===== config.mk =====
export PLATFORM = sky130hd
export DESIGN_NAME = prio_irq_ctrl
export DESIGN_NICKNAME = d
export VERILOG_FILES = /design/src/rtl/prio_irq_pkg.sv /design/src/rtl/prio_irq_pending.sv /design/src/rtl/prio_irq_select.sv /design/src/rtl/prio_irq_stack.sv /design/src/rtl/prio_irq_ctrl.sv
export SDC_FILE = /design/constraint.sdc
export NUM_CORES = 1
export LEC_CHECK = 0
export ABC_AREA = 1
export BUFFER_PORTS_ARGS = -buffer_cell sky130_fd_sc_hd__buf_2
export CORE_MARGIN = 2
export CORE_UTILIZATION = 55
export DETAILED_ROUTE_END_ITERATION = 12
export PLACE_DENSITY = 0.73
export SETUP_SLACK_MARGIN = 0.1
export SLEW_MARGIN = 20
export SYNTH_ARGS = -nofsm -noshare
export SYNTH_HDL_FRONTEND = slang
export SYNTH_HIERARCHICAL = 1
export SYNTH_SLANG_ARGS = --single-unit

===== constraint.sdc =====
create_clock -name clk_i -period 3.35 [get_ports clk_i]
set_input_delay 0.1675 -clock clk_i [delete_from_list [all_inputs] [get_ports clk_i]]
set_output_delay 0.1675 -clock clk_i [all_outputs]
set_load 0.1 [all_outputs]

===== src/rtl/prio_irq_pkg.sv =====
`timescale 1ns/1ps
package prio_irq_pkg;

    localparam int NUM_SRC        = 12;
    localparam int NUM_MASKABLE   = 10;
    localparam int FIRST_MASKABLE = NUM_SRC - NUM_MASKABLE;
    localparam int NUM_FC         = 8;

    localparam int SRC_RESTART = 0;
    localparam int SRC_PWRDN   = 1;
    localparam int SRC_PIN2    = 2;
    localparam int SRC_PIN1    = 9;
    localparam int SRC_PIN0    = 10;

    localparam int CTL_W    = 5;
    localparam int CTL_NEST = 4;
    localparam logic [CTL_W-1:0] CTL_KEEP = 5'b10111;

    localparam int REG_AW = 2;
    localparam int REG_DW = 16;

    typedef enum logic [REG_AW-1:0] {
        RA_MASK   = 2'd0,
        RA_CTL    = 2'd1,
        RA_FRCCLR = 2'd2,
        RA_GIE    = 2'd3
    } reg_addr_e;

    localparam logic [15:0] PWRDN_VEC = 16'h002C;

    typedef struct packed {
        logic [NUM_MASKABLE-1:0] mask;
        logic [CTL_W-1:0]        ctl;
        logic                    gie;
        logic [NUM_SRC-1:0]      svc;
    } regs_t;

    // force/clear bit k -> request line
    function automatic int unsigned fc_src(input int unsigned k);
        return (k == 0) ? SRC_PIN2 : k + 4;
    endfunction

    function automatic logic [15:0] vec_of(input int unsigned s);
        if (s == SRC_RESTART)    return 16'h0000;
        else if (s == SRC_PWRDN) return PWRDN_VEC;
        else                     return 16'((s - 1) * 4);
    endfunction

endpackage


===== src/rtl/prio_irq_pending.sv =====
`timescale 1ns/1ps
module prio_irq_pending
    import prio_irq_pkg::*;
#(
    parameter int N = NUM_SRC
) (
    input  logic         clk_i,
    input  logic         rst_ni,
    input  logic [N-1:0] raw_i,
    input  logic [N-1:0] edge_mode_i,
    input  logic [N-1:0] frc_set_i,
    input  logic [N-1:0] frc_clr_i,
    input  logic [N-1:0] acc_clr_i,
    output logic [N-1:0] pend_o
);

    typedef struct packed {
        logic [N-1:0] prev;
        logic [N-1:0] edg;
        logic [N-1:0] frc;
    } pend_st_t;

    pend_st_t st_d, st_q;
    logic [N-1:0] rise;

    always_comb begin
        rise      = raw_i & ~st_q.prev;
        st_d.prev = raw_i;
        // a new edge wins over a clear in the same cycle
        st_d.edg  = (edge_mode_i & rise)
                  | (st_q.edg & edge_mode_i & ~acc_clr_i & ~frc_clr_i);
        st_d.frc  = frc_set_i | (st_q.frc & ~acc_clr_i & ~frc_clr_i);
        pend_o    = (edge_mode_i & st_q.edg) | (~edge_mode_i & raw_i) | st_q.frc;
    end

    always_ff @(posedge clk_i or negedge rst_ni) begin
        if (!rst_ni) st_q <= '0;
        else         st_q <= st_d;
    end

endmodule


===== src/rtl/prio_irq_select.sv =====
`timescale 1ns/1ps
module prio_irq_select
    import prio_irq_pkg::*;
#(
    parameter int N     = NUM_SRC,
    parameter int VEC_W = 14,
    localparam int IW   = $clog2(N)
) (
    input  logic [N-1:0]            pend_i,
    input  logic [NUM_MASKABLE-1:0] mask_i,
    input  logic                    gie_i,
    input  logic                    nest_i,
    input  logic [N-1:0]            svc_i,
    output logic                    req_o,
    output logic [IW-1:0]           idx_o,
    output logic [N-1:0]            onehot_o,
    output logic [VEC_W-1:0]        vec_o
);

    logic [N-1:0] en, hold, elig;
    logic         seen;
    logic [15:0]  vec_full;

    always_comb begin
        en   = {mask_i, {FIRST_MASKABLE{1'b1}}};
        seen = 1'b0;
        for (int s = 0; s < N; s++) begin
            seen    = seen | svc_i[s];
            hold[s] = (s == SRC_RESTART) ? 1'b0
                    : (~gie_i | (nest_i ? seen : (svc_i != '0)));
        end
        elig     = pend_i & en & ~hold;
        onehot_o = elig & (~elig + 1'b1);
        req_o    = |elig;
        idx_o    = '0;
        for (int s = N - 1; s >= 0; s--) begin
            if (elig[s]) idx_o = IW'(s);
        end
        vec_full = vec_of(int'(idx_o));
        vec_o    = VEC_W'(vec_full);
    end

endmodule


===== src/rtl/prio_irq_stack.sv =====
`timescale 1ns/1ps
module prio_irq_stack #(
    parameter int DEPTH = 12,
    parameter int W     = 25,
    localparam int CW   = $clog2(DEPTH + 1),
    localparam int AW   = (DEPTH > 1) ? $clog2(DEPTH) : 1
) (
    input  logic          clk_i,
    input  logic          rst_ni,
    input  logic          push_i,
    input  logic          pop_i,
    input  logic [W-1:0]  data_i,
    output logic [W-1:0]  top_o,
    output logic          ovf_o,
    output logic          unf_o,
    output logic [CW-1:0] cnt_o
);

    typedef struct packed {
        logic [DEPTH-1:0][W-1:0] mem;
        logic [CW-1:0]           cnt;
        logic                    ovf;
        logic                    unf;
    } stk_st_t;

    stk_st_t st_d, st_q;

    always_comb begin
        st_d = st_q;
        if (push_i) begin
            if (st_q.cnt == CW'(DEPTH)) begin
                st_d.ovf = 1'b1;
            end else begin
                st_d.mem[AW'(st_q.cnt)] = data_i;
                st_d.cnt                = st_q.cnt + 1'b1;
            end
        end else if (pop_i) begin
            if (st_q.cnt == '0) st_d.unf = 1'b1;
            else                st_d.cnt = st_q.cnt - 1'b1;
        end
        top_o = (st_q.cnt == '0) ? '0 : st_q.mem[AW'(st_q.cnt - 1'b1)];
        ovf_o = st_q.ovf;
        unf_o = st_q.unf;
        cnt_o = st_q.cnt;
    end

    always_ff @(posedge clk_i or negedge rst_ni) begin
        if (!rst_ni) st_q <= '0;
        else         st_q <= st_d;
    end

endmodule


===== src/rtl/prio_irq_ctrl.sv =====
`timescale 1ns/1ps
module prio_irq_ctrl
    import prio_irq_pkg::*;
#(
    parameter int STK_DEPTH = 12,
    parameter int STAT_W    = 25,
    parameter int VEC_W     = 14
) (
    input  logic               clk_i,
    input  logic               rst_ni,
    input  logic [NUM_SRC-1:0] irq_raw_i,
    input  logic               reg_wr_i,
    input  logic [REG_AW-1:0]  reg_addr_i,
    input  logic [REG_DW-1:0]  reg_wdata_i,
    output logic [REG_DW-1:0]  reg_rdata_o,
    output logic               irq_req_o,
    output logic [VEC_W-1:0]   irq_vec_o,
    input  logic               irq_ack_i,
    input  logic               irq_rti_i,
    input  logic [STAT_W-1:0]  stat_i,
    output logic [STAT_W-1:0]  stat_top_o,
    output logic               stk_ovf_o,
    output logic               stk_unf_o
);

    localparam int IW = $clog2(NUM_SRC);
    localparam int CW = $clog2(STK_DEPTH + 1);

    regs_t              r_d, r_q;
    logic [NUM_SRC-1:0] edge_mode, frc_set, frc_clr, acc_clr, pend, sel_onehot;
    logic [IW-1:0]      sel_idx;
    logic               acc, wr_frc;
    logic [CW-1:0]      stk_cnt;

    always_comb begin
        acc    = irq_ack_i & irq_req_o;
        wr_frc = reg_wr_i && (reg_addr_e'(reg_addr_i) == RA_FRCCLR);

        edge_mode           = '0;
        edge_mode[SRC_PIN0] = r_q.ctl[0];
        edge_mode[SRC_PIN1] = r_q.ctl[1];
        edge_mode[SRC_PIN2] = r_q.ctl[2];

        frc_set = '0;
        frc_clr = '0;
        for (int k = 0; k < NUM_FC; k++) begin
            frc_set[fc_src(k)] = wr_frc & reg_wdata_i[NUM_FC + k];
            frc_clr[fc_src(k)] = wr_frc & reg_wdata_i[k];
        end
        acc_clr = acc ? sel_onehot : '0;

        r_d = r_q;
        if (reg_wr_i) begin
            case (reg_addr_e'(reg_addr_i))
                RA_MASK: r_d.mask = reg_wdata_i[NUM_MASKABLE-1:0];
                RA_CTL:  r_d.ctl  = reg_wdata_i[CTL_W-1:0] & CTL_KEEP;
                RA_GIE:  r_d.gie  = reg_wdata_i[0];
                default: ;
            endcase
        end
        if (acc)            r_d.svc = r_q.svc | sel_onehot;
        else if (irq_rti_i) r_d.svc = r_q.svc & (r_q.svc - 1'b1);

        case (reg_addr_e'(reg_addr_i))
            RA_MASK: reg_rdata_o = REG_DW'(r_q.mask);
            RA_CTL:  reg_rdata_o = REG_DW'(r_q.ctl);
            RA_GIE:  reg_rdata_o = REG_DW'(r_q.gie);
            default: reg_rdata_o = '0;
        endcase
    end

    always_ff @(posedge clk_i or negedge rst_ni) begin
        if (!rst_ni) r_q <= '{mask: '0, ctl: '0, gie: 1'b1, svc: '0};
        else         r_q <= r_d;
    end

    prio_irq_pending #(.N(NUM_SRC)) u_pend (
        .clk_i       (clk_i),
        .rst_ni      (rst_ni),
        .raw_i       (irq_raw_i),
        .edge_mode_i (edge_mode),
        .frc_set_i   (frc_set),
        .frc_clr_i   (frc_clr),
        .acc_clr_i   (acc_clr),
        .pend_o      (pend)
    );

    prio_irq_select #(.N(NUM_SRC), .VEC_W(VEC_W)) u_sel (
        .pend_i   (pend),
        .mask_i   (r_q.mask),
        .gie_i    (r_q.gie),
        .nest_i   (r_q.ctl[CTL_NEST]),
        .svc_i    (r_q.svc),
        .req_o    (irq_req_o),
        .idx_o    (sel_idx),
        .onehot_o (sel_onehot),
        .vec_o    (irq_vec_o)
    );

    prio_irq_stack #(.DEPTH(STK_DEPTH), .W(STAT_W)) u_stk (
        .clk_i  (clk_i),
        .rst_ni (rst_ni),
        .push_i (acc),
        .pop_i  (irq_rti_i & ~acc),
        .data_i (stat_i),
        .top_o  (stat_top_o),
        .ovf_o  (stk_ovf_o),
        .unf_o  (stk_unf_o),
        .cnt_o  (stk_cnt)
    );

endmodule


* Word-level counts from Yosys, hierarchy flattened
Cells that the tools add are included. Widths: inputs -> output; s select.
Storage, ports and cells: flip-flop bits (word level) 369, input port bits 60, output and inout port bits 58
Cells by class: add/subtract/negate cells 5, $lt $le $gt $ge 3, equal/unequal tests 7, multiplexer cells 39, bitwise gates (word level) 66, reduce and logical (&&, ||, !) cells 16
Operators with widths (count):
- $bwmux 300 | 1
- $and 12x12->12 | 10
- $bmux 25 s4 | 1
- $demux 25 s4 | 1
- $mux 25 | 3
- $mux 4 | 16
- $not 12->12 | 5
- $or 12x12->12 | 5
- $mux 12 | 3
- $pmux 10 s3 | 1
- $mux 14 | 2
- $or 1x1->1 | 22
- $and 1x1->1 | 18
- $add 12x1->12 const B | 1
- $and 11x12->12 | 1
- $and 12x11->12 | 1
- $not 11->12 | 1
- $reduce_bool 12->1 | 1
- $reduce_or 12->1 | 1
- $sub 12x1->12 const B | 1
- $mux 1 | 11
- $lt 4x5->1 const B | 2
- $reduce_and 2->1 | 5
- $logic_not 4->1 | 2
- other kinds (14) | 21

* Logic depth before layout (Yosys ltp)
Gate-level depths: netlist (run 1).
word-level depth 30, gate-level depth with buffers 21

* Cells and area by module
The synthesis (run 1) kept the hierarchy.
Modules (own cells, without submodules):
- prio_irq_stack | times used 1, cells an instance 1927, area each 14540.2 um2
- prio_irq_ctrl | times used 1, cells an instance 214, area each 1612.8 um2
- prio_irq_pending | times used 1, cells an instance 192, area each 1546.5 um2
- prio_irq_select | times used 1, cells an instance 144, area each 870.8 um2

* Worst setup path after synthesis (run 1)
OpenSTA, ideal clock, no wires.
kind flip-flop to output port, start point register u_stk.st_q (netlist bit u_stk/cnt_o[0]), end point output stat_top_o[14], arrival 3539 ps, data required time 3182 ps, slack -357 ps, cell stages (with the launch flop) 13, cell sequence dfrtp_1 buf_4 inv_2 buf_4 buf_2 ha_1 inv_1 buf_2 buf_1 nand3_1 nand2_1 nand3_1 a21oi_1
Between the ends: cells in the longest elaborated chain, start to end 4
RTL lines:
- from (decl) | RTL line prio_irq_stack.sv:26 | stk_st_t st_d, st_q;
- from (signal assigned) | RTL line prio_irq_stack.sv:49 | else st_q <= st_d;
- $sub 4x1->4 | RTL line prio_irq_stack.sv:41 | top_o = (st_q.cnt == '0) ? '0 : st_q.mem[AW'(st_q.cnt - 1'b1)];
- $bmux 25 s4 | RTL line prio_irq_stack.sv:41
- $mux 25 (implied by the code) | RTL line prio_irq_stack.sv:41
- $mux 25 * | RTL line prio_irq_stack.sv:41
- to (decl) | RTL line prio_irq_ctrl.sv:21 | output logic [STAT_W-1:0] stat_top_o,
Every way passes the cells marked *; elsewhere a longest branch is shown, timed or not. The select of a mux whose other input is x is not followed.

* Final worst setup path (run 1)
start point register r_q[1] (netlist bit), end point output irq_vec_o[12]
Between the ends: cells in the longest elaborated chain, start to end 30
RTL lines:
- from (decl) | RTL line prio_irq_ctrl.sv:29 | regs_t r_d, r_q;
- from (signal assigned) | RTL line prio_irq_ctrl.sv:73 | if (!rst_ni) r_q <= '{mask: '0, ctl: '0, gie: 1'b1, svc: '0};
- from (signal assigned) | RTL line prio_irq_ctrl.sv:74 | else r_q <= r_d;
- $or 1x1->1 (11 in a row) | RTL line prio_irq_select.sv:28 | seen = seen | svc_i[s];
- $mux 1 | RTL line prio_irq_select.sv:30 | : (~gie_i | (nest_i ? seen : (svc_i != '0)));
- $or 1x1->1 | RTL line prio_irq_select.sv:30
- $not 12->12 * | RTL line prio_irq_select.sv:32 | elig = pend_i & en & ~hold;
- $and 12x12->12 * | RTL line prio_irq_select.sv:32
- $mux 4 (10 in a row) | RTL line prio_irq_select.sv:37 | if (elig[s]) idx_o = IW'(s);
- $mux 4 * (2 in a row) | RTL line prio_irq_select.sv:37
- net sel_idx[0] | RTL line prio_irq_ctrl.sv:31 | logic [IW-1:0] sel_idx;
- $sub 4x1->5 / $eq 4x1->1 (equally long branches) | RTL line prio_irq_pkg.sv:46, prio_irq_pkg.sv:45
- $mux 14 | RTL line prio_irq_pkg.sv:45 | else if (s == SRC_PWRDN) return PWRDN_VEC;
- $mux 14 * | RTL line prio_irq_pkg.sv:44 | if (s == SRC_RESTART) return 16'h0000;
- to (decl) | RTL line prio_irq_ctrl.sv:17 | output logic [VEC_W-1:0] irq_vec_o,
Mark *: on every way through the listed nets, which the timed path passes. The rest lies on a longest branch.

==> results.yml, run 1 <==
run_status:
  outcome: "completed"
die:
  rows: 67
  chipHeight_um: 187.6
  die_width_um: 187.6
  io_pins: 118
  initial_core_util: 0.5557
  die_area_um2: 35190
  design.core.area_um2: 33360
timing:
  min_period_ns: 3.294
  slew_headroom: 0.3182
  fin_crit_sh: 0.9832
  slew_violations: 0
  rsz0062_at_grt: "true"
  finalClockSkew_ns: 0.02204
  max_freq_mhz: 303.6
  tightest_slew_ns: 1.020
  setup_viol: 0
  hold_violations: 0
placement:
  place.gp.congestion: 0.8912
  dp_hpwl_um: 30920
  place_inst: 2963
  io_buffers: 109
detailed_routing:
  drt_first_pass_iters: 6
  vias_per_cell: 5.404
  wl_met3_um: 3622
  ant_nets: 0
  dr_wl_met2_um: 25050
  drt_iter0_drc: 1519
  wirelength_met1_um: 22430
  vias: 16820
  routedWlPerCell_um: 17.08
  drc: 0
  wirelength_um: 53140
  top_layer: "met4"
worst_setup_path:
  path_max_fanout: 8
  crit_slowest_cell: "dfrtp_1"
  start_kind: "flop"
  crit_required_ns: 3.18
  endpoint_kind: "primary output"
  slowest_delay_ns: 0.42
  crit_type: "flop to primary output"
  critPathArrivalTime_ns: 3.13
  timing.critical_path.cells: "nor2_4 > nand2_4 > nor2_4 > nand2_4 > nor3_4 > nand2_1 > nand2_1 > nand2_1 > nand2_1 > nand2_1 > nand2_1 > nand2_1 > nand2_1 > nand2_2 > nand2_4 > inv_4 > ha_4 > nor2_2 > and3_4 > buf_12"
  path_common_cell: "nand2_1"
global_routing:
  grt_pass1_vias: 16550
  antenna_found_initial: 1
  grt_overflow: 0
  grt_use_total: 0.3057
  grt_max_degree: 156
  grt_pass1_wl_um: 86770
cts:
  cts_buffers: 41
  cts.clk_slew.worst_paths_ns: 0.06
  cts_tree: "built"
  clockBufferDepth: 3
  numClockSinks: 369
  clk_latency_ns: 0.55
  clockRootBuffer: "clkbuf_16"
  htreeDepth: 2
layout:
  syn_to_final_growth_pct: 20.93
  drive_gt1_frac: 0.1314
  layout_common_cells: "nand2_1 (907), dfrtp_1 (365), o21ai_0 (292), inv_1 (243), nand3_1 (206)"
  instances_no_fill: 3112
  nets: 2700
  final_common_cell: "nand2_1"
min_path:
  hold_path_class: "input pin to asynchronous set/reset pin"
synth:
  synth_cells: 2473
  syn_avg_cell_area_um2: 7.497
  yosys_warnings: 6
  syn_area_um2: 18540
flow_run:
  cap_violations: 0
[registers in the layout (all words and copies together), names as in the netlist]
name / cells
r_q: 24
u_pend/st_q: 36
u_stk/cnt_o: 4
u_stk/ovf_o: 1
u_stk/unf_o: 1
edge_mode: 3
u_stk/st_q: 300
[worst paths after layout]
kind,start,endpoint,slack (ns),cells past startpoint
max,r_q[1],irq_vec_o[12],0.06,20
min,rst_ni,u_stk/st_q[257],0.22,2
max reg2reg,r_q[1],u_stk/st_q[149],0.36,19
min reg2reg,u_pend/st_q[7],u_pend/st_q[7],0.47,2
max in group asynchronous,rst_ni,r_q[12],2.17,3
min in group clk_i,irq_ack_i,r_q[0],0.24,4
[layer usage]
layer / vias to the layer above / track usage
met5: - / 0
met4: 0 / 0.1214
met3: 127 / 0.04080
met2: 675 / 0.5107
met1: 8022 / 0.4064
li1: 7992 / -
[critical path, delay by kind of cell, from the launching register on]
family	cells	cell delay, ns
adders and majority gates	1	0.16
buffers and inverters	2	0.26
and+or+nand+nor	17	1.72
DFF	1	0.42
[layout make-up]
type	instances	area, um^2
Clock buffer	62	1225
Multi-Input combinational cell	1742	7976
Timing Repair Buffer	220	2278
Antenna cell	1	2.502
Clock inverter	12	161.4
Sequential cell	369	9241
Tap cell	448	560.5
Inverter	258	975.9
Fill cell	2786	10940
[stage by stage]
stage	area [um^2]	worst slack [ns]	TNS [ns]	hold WS, ns	util
3_5_place_dp	20040	0.3571	0	0.2358	0.6007
4_1_cts	22300	0.07644	0	0.2185	0.6683
6_report	22420	0.05642	0	0.2232	0.6720
5_1_grt	22420	-0.08916	-0.7759	0.2622	0.6720
3_3_place_gp	20040	0.4243	0	0.2370	0.6007
2_1_floorplan	18770	0.1993	0	-0.1281	-
[repair_timing]
action | in CTS | in global routing
gates resized for setup | 49 | 24
buffers inserted | 15 | 0
hold buffers | 58 | 0
pin swaps | 11 | 13
cloned | 0 | 1
endpoints found under the setup margin | 13 | 38
endpoints found under the hold margin | 199 | 0
Power of run 1 is left out: the tool's default activity adds up to more than one toggle a clock period on the data nets, which glitch-free logic cannot reach.
==> run 2: changes to the inputs <==
--- a/config.mk
+++ b/config.mk
@@ -11,6 +11,7 @@
 export CORE_UTILIZATION = 55
 export DETAILED_ROUTE_END_ITERATION = 12
 export PLACE_DENSITY = 0.73
+export RECOVER_POWER = 25
 export SETUP_SLACK_MARGIN = 0.1
 export SLEW_MARGIN = 20
 export SYNTH_ARGS = -nofsm -noshare
==> run 2 against run 1 <==
Against the previous run:
- the run now ends with capacitance limit, slew limit left
- register-to-register slack barely moved
- cell count did not move
- count of clock-buffer cells in the layout did not move
- global-route usage did not move
- via count fell by 0.13%
- sequential share of layout area rose by 0.067 points
- critical path type unchanged
==> results.yml, run 2 (synthesis results as in run 1) <==
detailed_routing:
  drc: 0
  drt_iter0_drc: 1559
  drt_first_pass_iters: 6
  ant_nets: 0
  routedWlPerCell_um: 17.09
  wirelength_um: 53180
  vias: 16790
  vias_per_cell: 5.397
layout:
  syn_to_final_growth_pct: 20.74
  nets: 2700
  largestRegisters: "u_stk/st_q: 300 flops, u_pend/st_q: 36 flops, r_q: 24 flops"
  utilization: 0.6709
  final_common_cell: "nand2_1"
  layout_common_cells: "nand2_1 (908), dfrtp_1 (365), o21ai_0 (292), inv_1 (244), nand3_1 (206)"
  largest_register: "u_stk/st_q"
  fillCellCount: 2799
  largest_reg_flops: 300
  drive_gt1_frac: 0.1254
cts:
  cts_buffers: 41
  cts_tree: "built"
  numClockSinks: 369
  clk_latency_ns: 0.55
  clockRootBuffer: "clkbuf_16"
  clockBufferDepth: 3
  htreeDepth: 2
  cts.clk_slew.worst_paths_ns: 0.06
min_path:
  hold_path_class: "input pin to flop"
  holdPathStages: 4
placement:
  place.gp.congestion: 0.8912
  dp_hpwl_um: 30920
  io_buffers: 109
die:
  design.core.area_um2: 33360
  die_area_um2: 35190
  initial_core_util: 0.5557
  io_pins: 118
  rows: 67
  die_width_um: 187.6
  chipHeight_um: 187.6
timing:
  rsz0062_at_grt: "true"
  tightest_slew_ns: 2.425
  finalClockSkew_ns: 0.02197
  slew_violations: 85
  fin_crit_sh: 0.9846
  min_period_ns: 3.298
  slew_headroom: -0.6164
  max_freq_mhz: 303.2
  setup_viol: 0
  hold_violations: 0
global_routing:
  grt_use_total: 0.3057
  grt_max_degree: 156
  grt_overflow: 0
  grt_pass1_vias: 16550
  grt_pass1_wl_um: 86770
  antenna_found_initial: 1
worst_setup_path:
  crit_family: "simple AND/OR/NAND/NOR gates"
  critPathBufInv: 2
  reg2regPathDepth: 20
  crit_slowest_cell: "dfrtp_1"
  cp.depth: 20
  crit_required_ns: 3.18
  path_common_cell: "nand2_1"
  start_kind: "flop"
  endpoint_kind: "primary output"
  critPathArrivalTime_ns: 3.13
  slowest_delay_ns: 0.42
  timing.critical_path.cells: "nor2_4 > nand2_4 > nor2_4 > nand2_4 > nor3_4 > nand2_1 > nand2_1 > nand2_1 > nand2_1 > nand2_1 > nand2_1 > nand2_1 > nand2_1 > nand2_2 > nand2_4 > inv_4 > ha_4 > nor2_2 > and3_4 > buf_12"
  crit_type: "flop to primary output"
  path_max_fanout: 8
flow_run:
  cap_violations: 1
run_status:
  violations: "capacitance limit, slew limit"
  outcome: "complete, but fails checks"
==> run 2: final timing paths <==
path                           startpoint               to  slack [ns]
max                                r_q[1]    irq_vec_o[12]        0.05
min                             irq_ack_i           r_q[0]        0.24
max reg2reg                        r_q[1]  u_stk/st_q[120]        0.36
min reg2reg                u_pend/st_q[7]   u_pend/st_q[7]        0.47
max in group asynchronous          rst_ni  u_stk/st_q[120]        1.01
min in group asynchronous          rst_ni  u_stk/st_q[257]        0.89
==> run 2: cell type report <==
type	instances	area, um^2	area share
multi-input cells	1742	7966	0.3559
flip-flops and latches	369	9241	0.4128
clock buffers	62	1225	0.05472
well taps	448	560.5	0.02504
diodes	1	2.502	0.0001118
repair buffers	220	2252	0.1006
inverters	258	975.9	0.04360
clock inverters	12	161.4	0.007210
==> run 2: through the flow <==
stage	TNS, ns	setup WS, ns	instances	instance area, um^2	hold slack [ns]
4_1_cts	0	0.07644	3110	22300	0.2185
3_5_place_dp	0	0.3571	2963	20040	0.2358
2_1_floorplan	0	0.1993	2514	18770	-0.1281
3_3_place_gp	0	0.4243	2963	20040	0.2370
6_report	0	0.05158	3112	22390	0.2375
5_1_grt	-0.7759	-0.08916	3112	22390	0.2622
==> run 2: timing repair <==
item / CTS / global route
pin swaps: 11 / 13
endpoints found under the hold margin: 199 / 0
hold buffers: 58 / 0
cloned: 0 / 1
setup buffers: 15 / 0
resized for setup: 49 / 24
endpoints found under the setup margin: 13 / 38
==> run 2: per-layer routing <==
layer | track usage | routed length [um]
met5 | 0 | 0
met3 | 0.04080 | 3616
met2 | 0.5107 | 24980
met1 | 0.4064 | 22530
met4 | 0.1214 | 2048
==> run 2: worst register-to-register path: stages (launching register included) <==
cell	delay (ns)
dfrtp_1	0.42
nor2_4	0.16
nand2_4	0.08
nor2_4	0.18
nand2_4	0.11
nand2_8	0.13
inv_2	0.06
nor3_4	0.17
a21oi_2	0.09
nand3_2	0.18
inv_1	0.09
nand2_2	0.06
nand2_1	0.09
inv_1	0.10
buf_4	0.16
nand2_1	0.06
inv_1	0.08
nand2_1	0.10
buf_4	0.30
nand2_1	0.14
o21ai_0	0.10
Power of run 2 is left out for the same reason.
==> run 3: changes to the inputs <==
--- a/config.mk
+++ b/config.mk
@@ -12,7 +12,6 @@
 export DETAILED_ROUTE_END_ITERATION = 12
 export PLACE_DENSITY = 0.73
 export RECOVER_POWER = 25
-export SETUP_SLACK_MARGIN = 0.1
 export SLEW_MARGIN = 20
 export SYNTH_ARGS = -nofsm -noshare
 export SYNTH_HDL_FRONTEND = slang
==> run 3 against run 2 <==
Against the previous run:
- core utilization fell by 0.89 points
- design area fell by 1.3%
- global-route usage fell by 1.1 points
- critical endpoint is now irq_vec_o[8]
- critical path type unchanged
- die area did not move
- the run ends with capacitance limit, slew limit, setup timing left
==> results.yml, run 3 (synthesis results as in run 1) <==
layout:
  fin_area_um2: 22090
  instances_no_fill: 3108
  syn_to_final_growth_pct: 19.15
  largest_reg_flops: 300
  layout_common_cells: "nand2_1 (911), dfrtp_1 (366), o21ai_0 (300), inv_1 (243), nand3_1 (206)"
  fillCellCount: 2830
  final_common_cell: "nand2_1"
  utilization: 0.6621
  largest_register: "u_stk/st_q"
  drive_gt1_frac: 0.1165
  largestRegisters: "u_stk/st_q: 300 flops, u_pend/st_q: 36 flops, r_q: 24 flops"
  nets: 2697
  antenna_cells: 0
die:
  die_width_um: 187.6
  rows: 67
  die_area_um2: 35190
  chipHeight_um: 187.6
  io_pins: 118
  initial_core_util: 0.5557
  design.core.area_um2: 33360
cts:
  clockBufferDepth: 3
  htreeDepth: 2
  clockRootBuffer: "clkbuf_16"
  cts_tree: "built"
  cts_buffers: 41
  clk_latency_ns: 0.54
  cts.clk_slew.worst_paths_ns: 0.05
  numClockSinks: 369
placement:
  io_buffers: 109
  pre_cts_slack_ns: 0.1962
  dpl_cell_area_um2: 19940
  place.gp.congestion: 0.8984
  dp_hpwl_um: 31060
  place_inst: 2963
detailed_routing:
  wirelength_um: 51710
  drt_first_pass_iters: 6
  vias_per_cell: 5.396
  routedWlPerCell_um: 16.64
  drc: 0
  vias: 16770
  ant_nets: 0
  drt_iter0_drc: 1644
timing:
  setup_viol: 6
  min_period_ns: 3.410
  slew_headroom: -0.7163
  slew_violations: 106
  hold_violations: 0
  rsz0062_at_grt: "true"
  tightest_slew_ns: 2.574
  fin_crit_sh: 1.018
  max_freq_mhz: 293.2
  setup_ws_ns: -0.06038
  finalClockSkew_ns: 0.01440
worst_setup_path:
  endpoint_kind: "primary output"
  critPathArrivalTime_ns: 3.24
  crit_slowest_cell: "dfrtp_1"
  start_kind: "flop"
  regToRegSetupSlack_ns: 0.29
  startpoint: "r_q[1]"
  crit_required_ns: 3.18
  reg2regPathDepth: 19
  endpoint: "irq_vec_o[8]"
  crit_type: "flop to primary output"
  reg2reg_from: "r_q[1]"
  path_max_fanout: 8
  path_common_cell: "nand2_1"
  timing.critical_path.cells: "nor2_4 > nand2_4 > nor2_4 > nand2_4 > nor3_4 > nand2_1 > nand2_1 > nand2_1 > nand2_1 > nand2_1 > nand2_1 > nand2_1 > nand2_1 > nand2_2 > nand2_2 > inv_2 > ha_4 > nor2_2 > and3_4 > buf_6 > buf_12"
  slowest_delay_ns: 0.42
  r2r-end: "u_stk/st_q[41]"
global_routing:
  antenna_found_initial: 0
  grt_pass1_vias: 16270
  grt_max_degree: 156
  grt_overflow: 0
  grt_use_total: 0.2945
  grt_pass1_wl_um: 83660
min_path:
  hold_path_class: "input pin to flop"
run_status:
  violations: "capacitance limit, slew limit, setup timing"
  outcome: "complete, but fails checks"
flow_run:
  cap_violations: 1
==> run 3: cell types whose count changed in the layout (fill, tap and decap cells not counted), moves of 3 or more <==
cell,previous run,this run
nand2_1,908,911
buf_4,38,34
o21ai_0,292,300
nor2_2,38,34
o21ai_2,10,4
inv_2,11,14
buf_12,46,38
nor2_4,12,8
clkbuf_1,22,26
nor2_1,115,123
clkbuf_8,12,8
buf_6,1,11
==> run 3: worst min path at each step <==
stage                            to  slack, ns      start  cells after the start
detailed placement  u_stk/st_q[290]       0.28     rst_ni                      1
global placement    u_stk/st_q[290]       0.28     rst_ni                      1
CTS                          r_q[0]       0.25  irq_ack_i                      4
finish                       r_q[4]       0.21  irq_ack_i                      5
global route                 r_q[4]       0.24  irq_ack_i                      5
floorplan             edge_mode[10]      -0.13     rst_ni                      0
==> run 3: worst max-delay path, delay by kind of cell (launching register included) <==
kind	cells	cell delay (ns)
buf+inv	3	0.37
flops	1	0.42
simple gates	17	1.77
fa+ha+maj	1	0.15
==> run 3: final cells by class <==
cell class | count | area [um^2] | area share
Sequential cell | 369 | 9240 | 0.4183
Tap cell | 448 | 560.5 | 0.02538
Clock buffer | 64 | 1235 | 0.05590
Clock inverter | 10 | 110.1 | 0.004984
Inverter | 258 | 970.9 | 0.04395
Timing Repair Buffer | 217 | 2105 | 0.09527
Multi-Input combinational cell | 1742 | 7869 | 0.3562
==> run 3: metal layers <==
layer,track usage,share of wire,wire (um),vias up
li1,-,-,-,7978
met1,0.3873,0.41,21020,8022
met2,0.5058,0.49,25480,669
met3,0.03762,0.072,3747,101
met4,0.1005,0.028,1459,0
met5,0,0,0,-
==> run 3: repair_timing <==
action                                  CTS  global route
buffers inserted                          7             6
cloned                                    0             0
endpoints found under the setup margin   12           141
pin swaps                                 3            12
gates resized for setup                  26            29
hold buffers                             58             0
hold endpoints to repair                212             0
==> run 3: per-stage QoR <==
stage          TNS (ns)  hold WS, ns
2_1_floorplan         0      -0.1281
3_3_place_gp          0       0.2824
3_5_place_dp          0       0.2783
4_1_cts               0       0.2527
5_1_grt          -1.559       0.2396
6_report        -0.1361       0.2094
Power of run 3 is left out for the same reason.
